<file path="config.mk">
export PLATFORM = sky130hd
export DESIGN_NAME = ts_sec_extender
export DESIGN_NICKNAME = d
export VERILOG_FILES = /design/src/rtl/ts_ext_pkg.sv /design/src/rtl/ts_field_split.sv /design/src/rtl/ts_wrap_fix.sv /design/src/rtl/ts_sec_extender.sv
export SDC_FILE = /design/constraint.sdc
export NUM_CORES = 1
export LEC_CHECK = 0
export CELL_PAD_IN_SITES_DETAIL_PLACEMENT = 1
export CELL_PAD_IN_SITES_GLOBAL_PLACEMENT = 2
export CORE_UTILIZATION = 35
export CTS_CLUSTER_DIAMETER = 150
export CTS_CLUSTER_SIZE = 28
export DETAILED_ROUTE_END_ITERATION = 8
export DONT_BUFFER_PORTS = 1
export HOLD_SLACK_MARGIN = 0.15
export PLACE_DENSITY_LB_ADDON = 0.1
export SLEW_MARGIN = 20
export SYNTH_ARGS = -nofsm -noshare
export SYNTH_HDL_FRONTEND = slang
export SYNTH_HIERARCHICAL = 1
export SYNTH_SLANG_ARGS = --single-unit
</file>
<file path="constraint.sdc">
create_clock -name clk -period 0.8 [get_ports clk]
set_input_delay 0.08 -clock clk [delete_from_list [all_inputs] [get_ports clk]]
set_output_delay 0.08 -clock clk [all_outputs]
set_load 0.02 [all_outputs]
</file>
<file path="src/rtl/ts_ext_pkg.sv">
package ts_ext_pkg;
  parameter int unsigned WORD_W = 32;
  parameter int unsigned NS_W   = 30;
  parameter int unsigned LO_W   = 2;
  parameter int unsigned HI_W   = 4;
  parameter int unsigned SEC_W  = 48;
endpackage

</file>
<file path="src/rtl/ts_field_split.sv">
module ts_field_split #(
  parameter int unsigned WORD_W = 32,
  parameter int unsigned NS_W   = 30,
  parameter int unsigned LO_W   = 2,
  parameter int unsigned HI_W   = 4,
  localparam int unsigned CAP_W = LO_W + HI_W
) (
  input  logic [WORD_W-1:0] word_a,
  input  logic [WORD_W-1:0] word_b,
  output logic [CAP_W-1:0]  cap_sec,
  output logic [NS_W-1:0]   cap_ns
);
  // low seconds bits sit directly above the nanoseconds field
  localparam int unsigned LO_MSB = NS_W + LO_W - 1;

  always_comb begin
    cap_ns  = word_a[NS_W-1:0];
    cap_sec = {word_b[HI_W-1:0], word_a[LO_MSB:NS_W]};
  end
endmodule

</file>
<file path="src/rtl/ts_wrap_fix.sv">
module ts_wrap_fix #(
  parameter int unsigned SEC_W = 48,
  parameter int unsigned CAP_W = 6,
  localparam int unsigned UP_W = SEC_W - CAP_W
) (
  input  logic [CAP_W-1:0] cap_sec,
  input  logic [SEC_W-1:0] live_sec,
  output logic [SEC_W-1:0] full_sec
);
  logic            wrapped;
  logic [UP_W-1:0] live_up;
  logic [UP_W-1:0] fixed_up;

  always_comb begin
    wrapped  = cap_sec[CAP_W-1] & ~live_sec[CAP_W-1];
    live_up  = live_sec[SEC_W-1:CAP_W];
    // subtracting one field period only touches the upper part
    fixed_up = live_up - {{(UP_W-1){1'b0}}, wrapped};
    full_sec = {fixed_up, cap_sec};
  end
endmodule

</file>
<file path="src/rtl/ts_sec_extender.sv">
module ts_sec_extender
  import ts_ext_pkg::*;
#(
  parameter int unsigned P_WORD_W = WORD_W,
  parameter int unsigned P_NS_W   = NS_W,
  parameter int unsigned P_LO_W   = LO_W,
  parameter int unsigned P_HI_W   = HI_W,
  parameter int unsigned P_SEC_W  = SEC_W
) (
  input  logic                clk,
  input  logic                rst_n,
  input  logic                in_valid,
  input  logic [P_WORD_W-1:0] desc_w1,
  input  logic [P_WORD_W-1:0] desc_w2,
  input  logic [P_SEC_W-1:0]  live_sec,
  output logic                out_valid,
  output logic [P_SEC_W-1:0]  out_sec,
  output logic [P_NS_W-1:0]   out_nsec
);
  localparam int unsigned CAP_W = P_LO_W + P_HI_W;

  logic [CAP_W-1:0]   cap_sec;
  logic [P_NS_W-1:0]  cap_ns;
  logic [P_SEC_W-1:0] full_sec;

  logic               valid_d;
  logic [P_SEC_W-1:0] sec_d;
  logic [P_NS_W-1:0]  nsec_d;

  ts_field_split #(
    .WORD_W(P_WORD_W), .NS_W(P_NS_W), .LO_W(P_LO_W), .HI_W(P_HI_W)
  ) u_split (
    .word_a (desc_w1),
    .word_b (desc_w2),
    .cap_sec(cap_sec),
    .cap_ns (cap_ns)
  );

  ts_wrap_fix #(
    .SEC_W(P_SEC_W), .CAP_W(CAP_W)
  ) u_fix (
    .cap_sec (cap_sec),
    .live_sec(live_sec),
    .full_sec(full_sec)
  );

  // next state: data loads only on the strobe
  always_comb begin
    valid_d = in_valid;
    sec_d   = out_sec;
    nsec_d  = out_nsec;
    if (in_valid) begin
      sec_d  = full_sec;
      nsec_d = cap_ns;
    end
  end

  always_ff @(posedge clk or negedge rst_n) begin
    if (!rst_n) begin
      out_valid <= 1'b0;
      out_sec   <= '0;
      out_nsec  <= '0;
    end else begin
      out_valid <= valid_d;
      out_sec   <= sec_d;
      out_nsec  <= nsec_d;
    end
  end
endmodule

</file>
== After elaboration in Yosys (flattened, before gate mapping) ==
Cells that the tools add are included.
Word-level totals
  output and inout port bits: 79
  bits in registers: 79
Cells by class
  bitwise gates (word level): 2
  $add $sub $neg: 1
Operator list (count)
  $sub 42x1->42: 1
  $and 1x1->1: 1
  $not 1->1: 1

== Logic depth before layout (Yosys ltp) ==
Gate-level depths: netlist of run 1.
  depth in word-level cells: 3
  depth in mapped cells: 10
  depth with buffers taken out: 9

== Cells and area by module ==
Netlist of run 1, hierarchy kept.
Modules (own cells, without submodules)
  ts_sec_extender: cells an instance 166, seq. area each 1976.9 µm², times used 1, area each 3000.4 µm²
  ts_wrap_fix: cells an instance 120, seq. area each 0.0 µm², times used 1, area each 849.6 µm²
  ts_field_split: cells an instance 36, seq. area each 0.0 µm², times used 1, area each 270.3 µm²

== Worst setup path after synthesis of run 1 ==
OpenSTA, ideal clock, no wires.
  path kind: in2reg
  start point: input port desc_w2[3]
  end point: register out_sec[44]
  path slack: -1.531 ns
  data required time: 0.675 ns
  arrival time: 2.206 ns
  stages: 10
  cell sequence: buf_4 > nor2b_1 > ha_1 > ha_1 > nor3b_1 > and4_1 > nor4b_4 > nand4b_1 > xnor2_1 > mux2_4
Between the ends
  word-level cells in the longest chain between the ends: 2
RTL lines
  start: declaration: line ts_sec_extender.sv:14  | input logic [P_WORD_W-1:0] desc_w2,
  $and 1x1->1: line ts_wrap_fix.sv:15  | wrapped = cap_sec[CAP_W-1] & ~live_sec[CAP_W-1];
  $sub 42x1->42: line ts_wrap_fix.sv:18  | fixed_up = live_up - {{(UP_W-1){1'b0}}, wrapped};
  net full_sec[44]: line ts_sec_extender.sv:24  | logic [P_SEC_W-1:0] full_sec;
  end signal: assignment: line ts_sec_extender.sv:61  | out_sec <= '0;
  end signal: assignment: line ts_sec_extender.sv:65  | out_sec <= sec_d;
  end: declaration: line ts_sec_extender.sv:17  | output logic [P_SEC_W-1:0] out_sec,
The timed path passes the listed nets, and every way through them passes these cells.
A chain may end at the register's enable or synchronous reset.

== Worst setup path after layout of run 1 ==
  start point: input port live_sec[21]
  end point: register out_sec[37]
Between the ends
  word-level cells in the longest chain between the ends: 1
RTL lines
  start: declaration: line ts_sec_extender.sv:15  | input logic [P_SEC_W-1:0] live_sec,
  $sub 42x1->42: line ts_wrap_fix.sv:18
  net full_sec[37]: line ts_sec_extender.sv:24
The timed path passes the listed nets, and every way through them passes these cells.

==> impl_metrics.env, run 1 <==
export IMPL_fin_skew_ps=0
export IMPL_maxSlewHeadroom=0.7806
export IMPL_wl_um=10720
export IMPL_synth_ff_type="dfrtp_1"
export IMPL_io_pin_count=194
export IMPL_startpoint_type="input pin"
export IMPL_slowest_stage="or4_4"
export IMPL_ant_nets=0
export IMPL_critical_path_arrival_ps=2000
export IMPL_die_height_um=110.5
export IMPL_dp_slack_ps=-1412
export IMPL_synth_simple_gate_area_frac=0.09930
export IMPL_drive_gt1_frac=0.6609
export IMPL_synth_edff_count=0
export IMPL_peakVddDrop_v=0.001334
export IMPL_gp_congestion=0.7632
export IMPL_ys_seq_area_frac=0.4798
export IMPL_synthAdderAreaFrac=0.006073
export IMPL_cts_max_path_buffers=2
export IMPL_slew_viol_final=0
export IMPL_clk_pin_slew_ps=70
export IMPL_overflow=0
export IMPL_syn_area_um2=4120
export IMPL_cts_tree="built"
export IMPL_clock_root_buffer="clkbuf_16"
export IMPL_htreeDepth=3
export IMPL_syn_nets=439
export IMPL_syn_inst=322
export IMPL_clk_latency_ps=340
export IMPL_dieArea_um2=12210
export IMPL_cts_num_sinks=79
export IMPL_grt_pass1_wl_um=16680
export IMPL_grt_antenna_before_repair=0
export IMPL_track_usage=0.1759
export IMPL_rsz0062_at_grt="yes"
export IMPL_critPathCaptureType="flip-flop"
export IMPL_wl_per_cell_um=17.77
export IMPL_finalSetupViolCount=128
export IMPL_crit_required_ps=1030
export IMPL_synthTopCellsByArea="dfrtp_1 48%, mux2_2 16%, buf_4 7.7%"
export IMPL_ys_types=32
export IMPL_cp_max_fo=5
export IMPL_setup_tns_ps=-40660
export IMPL_synth_compound_area_share=0.001215
export IMPL_period_minus_slack_ps=1768
export IMPL_yosys_area_top_type="dfrtp_1"
export IMPL_antenna_cells=0
export IMPL_drt_iter0_markers=78
export IMPL_cp_slowest_stage_delay_ps=530
export IMPL_dp_final_hpwl_um=6297
export IMPL_postCtsHoldBufs=36
export IMPL_place_area_um2=4810
export IMPL_grt_pass1_vias=3123
export IMPL_post_route_period_util=2.210
export IMPL_hold_viol=158
export IMPL_grt_max_degree=80
export IMPL_ys_warn_count=6
export IMPL_fin_ws_ps=-968.1
export IMPL_min_path_type="in2async"
export IMPL_io_buffers=0
export IMPL_vias_per_cell=4.726
export IMPL_dr_pass1_iters=4
export IMPL_drcViolationCount=0
export IMPL_area_growth_pct=52.75
export IMPL_hold_ws_ps=-565.3
export IMPL_violations="hold timing, setup timing"
export IMPL_synthXorXnorAreaFrac=0.08290
export IMPL_crit_chain="or4_4 > or3_4 > nor4_4 > buf_6 > and4bb_1 > xor2_1 > mux2_4"
export IMPL_synth_top_area_share=0.4798
export IMPL_p_leak_nw=2.834
export IMPL_synth_seq_cells=79
export IMPL_nNetsFinal=572
export IMPL_cts_made_buffers=9
export IMPL_syn_area_per_cell_um2=12.80
export IMPL_powerDensity_nw_per_um2=1801
export IMPL_initial_utilization=0.3593
export IMPL_path_class="in2reg"
export IMPL_nFillCells=1140
export IMPL_vias=2850
export IMPL_yosysMostFrequentCell="dfrtp_1"
export IMPL_utilization=0.5488
export IMPL_fp_dieW_um=110.5
export IMPL_synth_top_family_by_area="multiplexers"
export IMPL_synth_commonest_cells="79 x dfrtp_1, 58 x mux2_2, 42 x buf_4, 25 x xnor2_1, 20 x mux2_4"
export IMPL_async_flop_share=1.000
export IMPL_final_cell_area_um2=6294
export IMPL_fmax_ghz=0.5656
export IMPL_core_area_um2=11470
export IMPL_synthMuxAreaShare=0.2314
export IMPL_row_count=39
export IMPL_worst_slew_pin_slew_ps=326.2
export IMPL_status="finished, violations left"
export IMPL_max_cap_viol_count=0
[state kept, by name (all words and copies together), names as in the netlist]
name and count:
out_nsec 30, out_sec 48, out_valid 1
[worst max-delay path: cells and delay by family]
kind | cells | cell delay (ps)
xor gates and xnor gates | 1 | 70
buffers and inverters | 1 | 170
and+or+nand+nor | 4 | 1440
muxes | 1 | 250
[layout make-up]
type                            instances  area (µm²)  area share
Multi-Input combinational cell        186        2022      0.3213
Clock inverter                          7       57.56    0.009145
Inverter                                5       18.77    0.002982
Tap cell                              143       178.9     0.02843
Sequential cell                        79        2023      0.3215
Clock buffer                            9       225.2     0.03579
Timing Repair Buffer                  174        1768      0.2809
[placed cells by master, fill, tap and decap left out, types with 2 or more instances in the layout]
master,count
nor4_1,4
dlygate4sd3_1,36
nor2_4,2
buf_6,99
xnor2_2,2
nand2_2,7
nand4b_1,3
or4_4,2
or3_4,2
buf_4,39
clkbuf_16,9
nand2b_1,3
clkinvlp_4,2
nor4_4,2
nand3_2,2
nor3_1,2
nand2_4,2
nand3b_1,4
xnor2_1,23
or3_1,3
nand3_1,2
nor3_4,3
xor2_1,13
mux2_4,40
dfrtp_1,42
nor4b_4,2
clkinv_4,2
dfrtp_2,37
nor2_1,8
mux2_2,38
nand2_1,4
inv_1,5
ha_4,2
[report_power, final]
group          internal, W  total (W)  switching, W
combinational      0.00166    0.00264      0.000977
sequential         0.00444    0.00474      0.000304
clock              0.00214    0.00395       0.00181
[kinds of logic after synthesis]
group                      Yosys count
and+or+nand+nor                     66
muxes                               78
buffers and inverters               57
adders and majority gates            2
xor gates and xnor gates            39
AOI/OAI and AO/OA                    1
DFF                                 79
[stage by stage]
step | total power (W) | instances
6_report | 0.01133 | 603
5_1_grt | 0.01179 | 603
4_1_cts | 0.01123 | 582
3_5_place_dp | 0.006664 | 514
3_3_place_gp | 0.006629 | 514
2_1_floorplan | 0.006101 | 322
[layer usage]
layer	vias up	share of wire	wire length, µm	global-route usage
met5	-	0	0	0
met4	0	0.017	180	0.07733
met3	12	0.066	703	0.05214
met2	102	0.50	5378	0.2961
met1	1411	0.42	4452	0.2071
li1	1325	-	-	-
[final timing paths]
kind                               from     endpoint  slack [ps]  cells past startpoint
max                        live_sec[21]  out_sec[37]        -970                      7
min                               rst_n    out_valid        -570                      0
max reg2reg                 out_nsec[8]  out_nsec[8]        -120                      2
min reg2reg                  out_sec[1]   out_sec[1]         530                      1
max in group asynchronous         rst_n  out_nsec[1]        1260                      0
min in group clk               in_valid    out_valid        -230                      0
[timing repair]
item	4_1_cts	5_1_grt
gates resized for setup	112	34
hold endpoints to repair	158	158
pin swaps	16	18
endpoints found under the setup margin	118	134
cloned	1	0
buffers inserted	15	23
(Power assumes the default switching activity.)
==> inputs of run 2 (changes only) <==
MAX_ROUTING_LAYER = met4   (was unset)
TNS_END_PERCENT = 20   (was unset)
==> run 2 against run 1 <==
Compared with the run above: the run still ends with hold timing, setup timing left; utilization is 4.4 points lower; hold slack improved by 3.9 ps; power decreased by 4.7%; global-route usage fell by 0.54 points; clock skew did not move; clock power is 4% lower; register-to-register slack improved by 130 ps; sequential share of layout area increased by 2.0 points; count of clock-buffer cells in the layout grew 1.
==> impl_metrics.env, run 2 (synthesis results as in run 1) <==
export IMPL_slew_viol_final=0
export IMPL_reg2reg_slack_ps=10
export IMPL_drive_gt1_frac=0.5200
export IMPL_largest_reg_flops=48
export IMPL_violations="hold timing, setup timing"
export IMPL_registers_top_by_ff_count="out_sec"
export IMPL_hold_viol=128
export IMPL_utilization=0.5052
export IMPL_p_leak_nw=2.547
export IMPL_antenna_cells=0
export IMPL_wl_per_cell_um=16.99
export IMPL_post_route_period_util=2.199
export IMPL_cts_num_sinks=79
export IMPL_crit_required_ps=1020
export IMPL_dieArea_um2=12210
export IMPL_cp_slowest_stage_delay_ps=520
export IMPL_vias=2707
export IMPL_fmax_ghz=0.5685
export IMPL_startpoint_type="input pin"
export IMPL_critical_path_arrival_ps=1980
export IMPL_peakVddDrop_v=0.001215
export IMPL_status="finished, violations left"
export IMPL_period_minus_slack_ps=1759
export IMPL_gp_congestion=0.7667
export IMPL_io_buffers=0
export IMPL_wl_um=9652
export IMPL_ant_nets=0
export IMPL_rsz0062_at_grt="yes"
export IMPL_nNetsFinal=537
export IMPL_critPathCaptureType="flip-flop"
export IMPL_overflow=0
export IMPL_row_count=39
export IMPL_clk_latency_ps=330
export IMPL_vias_per_cell=4.766
export IMPL_grt_max_degree=80
export IMPL_layout_common_cells="84 x buf_6, 78 x dfrtp_1, 55 x mux2_2"
export IMPL_worst_slew_pin_slew_ps=321.4
export IMPL_fp_dieW_um=110.5
export IMPL_die_height_um=110.5
export IMPL_hold_ws_ps=-561.4
export IMPL_cts_max_path_buffers=2
export IMPL_clk_pin_slew_ps=60
export IMPL_initial_utilization=0.3593
export IMPL_grt_pass1_wl_um=15890
export IMPL_dr_pass1_iters=4
export IMPL_powerDensity_nw_per_um2=1864
export IMPL_drt_iter0_markers=74
export IMPL_crit_chain="or4_4 > or3_4 > nor4b_4 > buf_6 > nand4b_1 > xnor2_1 > mux2_4"
export IMPL_postCtsHoldBufs=36
export IMPL_total_power_w=0.01080
export IMPL_cp_max_fo=8
export IMPL_fin_ws_ps=-959.0
export IMPL_layout_commonest_cell="buf_6"
export IMPL_grt_antenna_before_repair=0
export IMPL_drcViolationCount=0
export IMPL_slowest_stage="or4_4"
export IMPL_io_pin_count=194
export IMPL_fin_skew_ps=0
export IMPL_max_cap_viol_count=0
export IMPL_core_area_um2=11470
export IMPL_htreeDepth=3
export IMPL_track_usage=0.1706
export IMPL_clock_root_buffer="clkbuf_16"
export IMPL_finalSetupViolCount=118
export IMPL_cts_made_buffers=9
export IMPL_top_regs="out_sec (48), out_nsec (30), out_valid (1)"
export IMPL_area_growth_pct=40.60
export IMPL_path_class="in2reg"
export IMPL_cts_tree="built"
export IMPL_grt_pass1_vias=3080
export IMPL_dp_final_hpwl_um=6317
export IMPL_maxSlewHeadroom=0.7838
export IMPL_min_path_type="in2async"
run 2: cell types whose count changed in the layout (fill, tap and decap cells not counted), sizes merged:
cell    change
clkbuf      +1
buf        -35
inv         -1
run 2: metal layers:
layer	vias to the layer above	share of wire	track usage
li1	1253	-	-
met1	1344	0.42	0.2016
met2	100	0.50	0.2716
met3	10	0.073	0.05763
met4	0	0.012	0.05867
met5	-	0	-
run 2: per-stage QoR:
stage               hold slack [ps]  cells  TNS (ps)  instance area (µm²)  setup WS, ps
floorplan                    -215.6    322    -42210                 4159         -1358
global placement             -213.8    514    -45330                 4696         -1383
detailed placement           -214.0    514    -46240                 4696         -1409
CTS                          -583.7    567    -38740                 5744        -943.7
global route                 -587.2    568    -42400                 5793         -1002
finish                       -561.4    568    -37560                 5793        -959.0
run 2: layout make-up:
type	count	area [µm²]
well taps	143	178.9
multi-input cells	186	1893
repair buffers	139	1449
fillers	1151	5674
inverters	5	18.77
clock buffers	10	229.0
clock inverters	6	46.29
flip-flops and latches	79	1978
run 2: path summary, 6_finish.rpt:
| check | from | endpoint | cells after the start |
|---|---|---|---|
| max in group asynchronous | rst_n | out_sec[18] | 0 |
| min in group clk | in_valid | out_valid | 0 |
| hold reg to reg | out_nsec[3] | out_nsec[3] | 1 |
| setup / recovery | live_sec[21] | out_sec[46] | 7 |
| setup reg to reg | out_sec[34] | out_sec[34] | 1 |
| hold / removal | rst_n | out_sec[4] | 0 |
run 2: critical path, delay by kind of cell:
family	cells	cell delay [ps]
xor+xnor	1	150
simple gates	4	1330
buf+inv	1	170
mux	1	250
run 2: power breakdown:
part           switching [W]  internal [W]
sequential          0.000301       0.00441
combinational       0.000901       0.00141
clock                0.00166       0.00212
run 2: what timing repair did:
| action | CTS | global route |
|---|---|---|
| hold endpoints to repair | 158 | 158 |
| setup endpoints to repair | 119 | 121 |
| setup buffers | 1 | 1 |
| pin swaps | 7 | 6 |
| gates resized for setup | 102 | 11 |
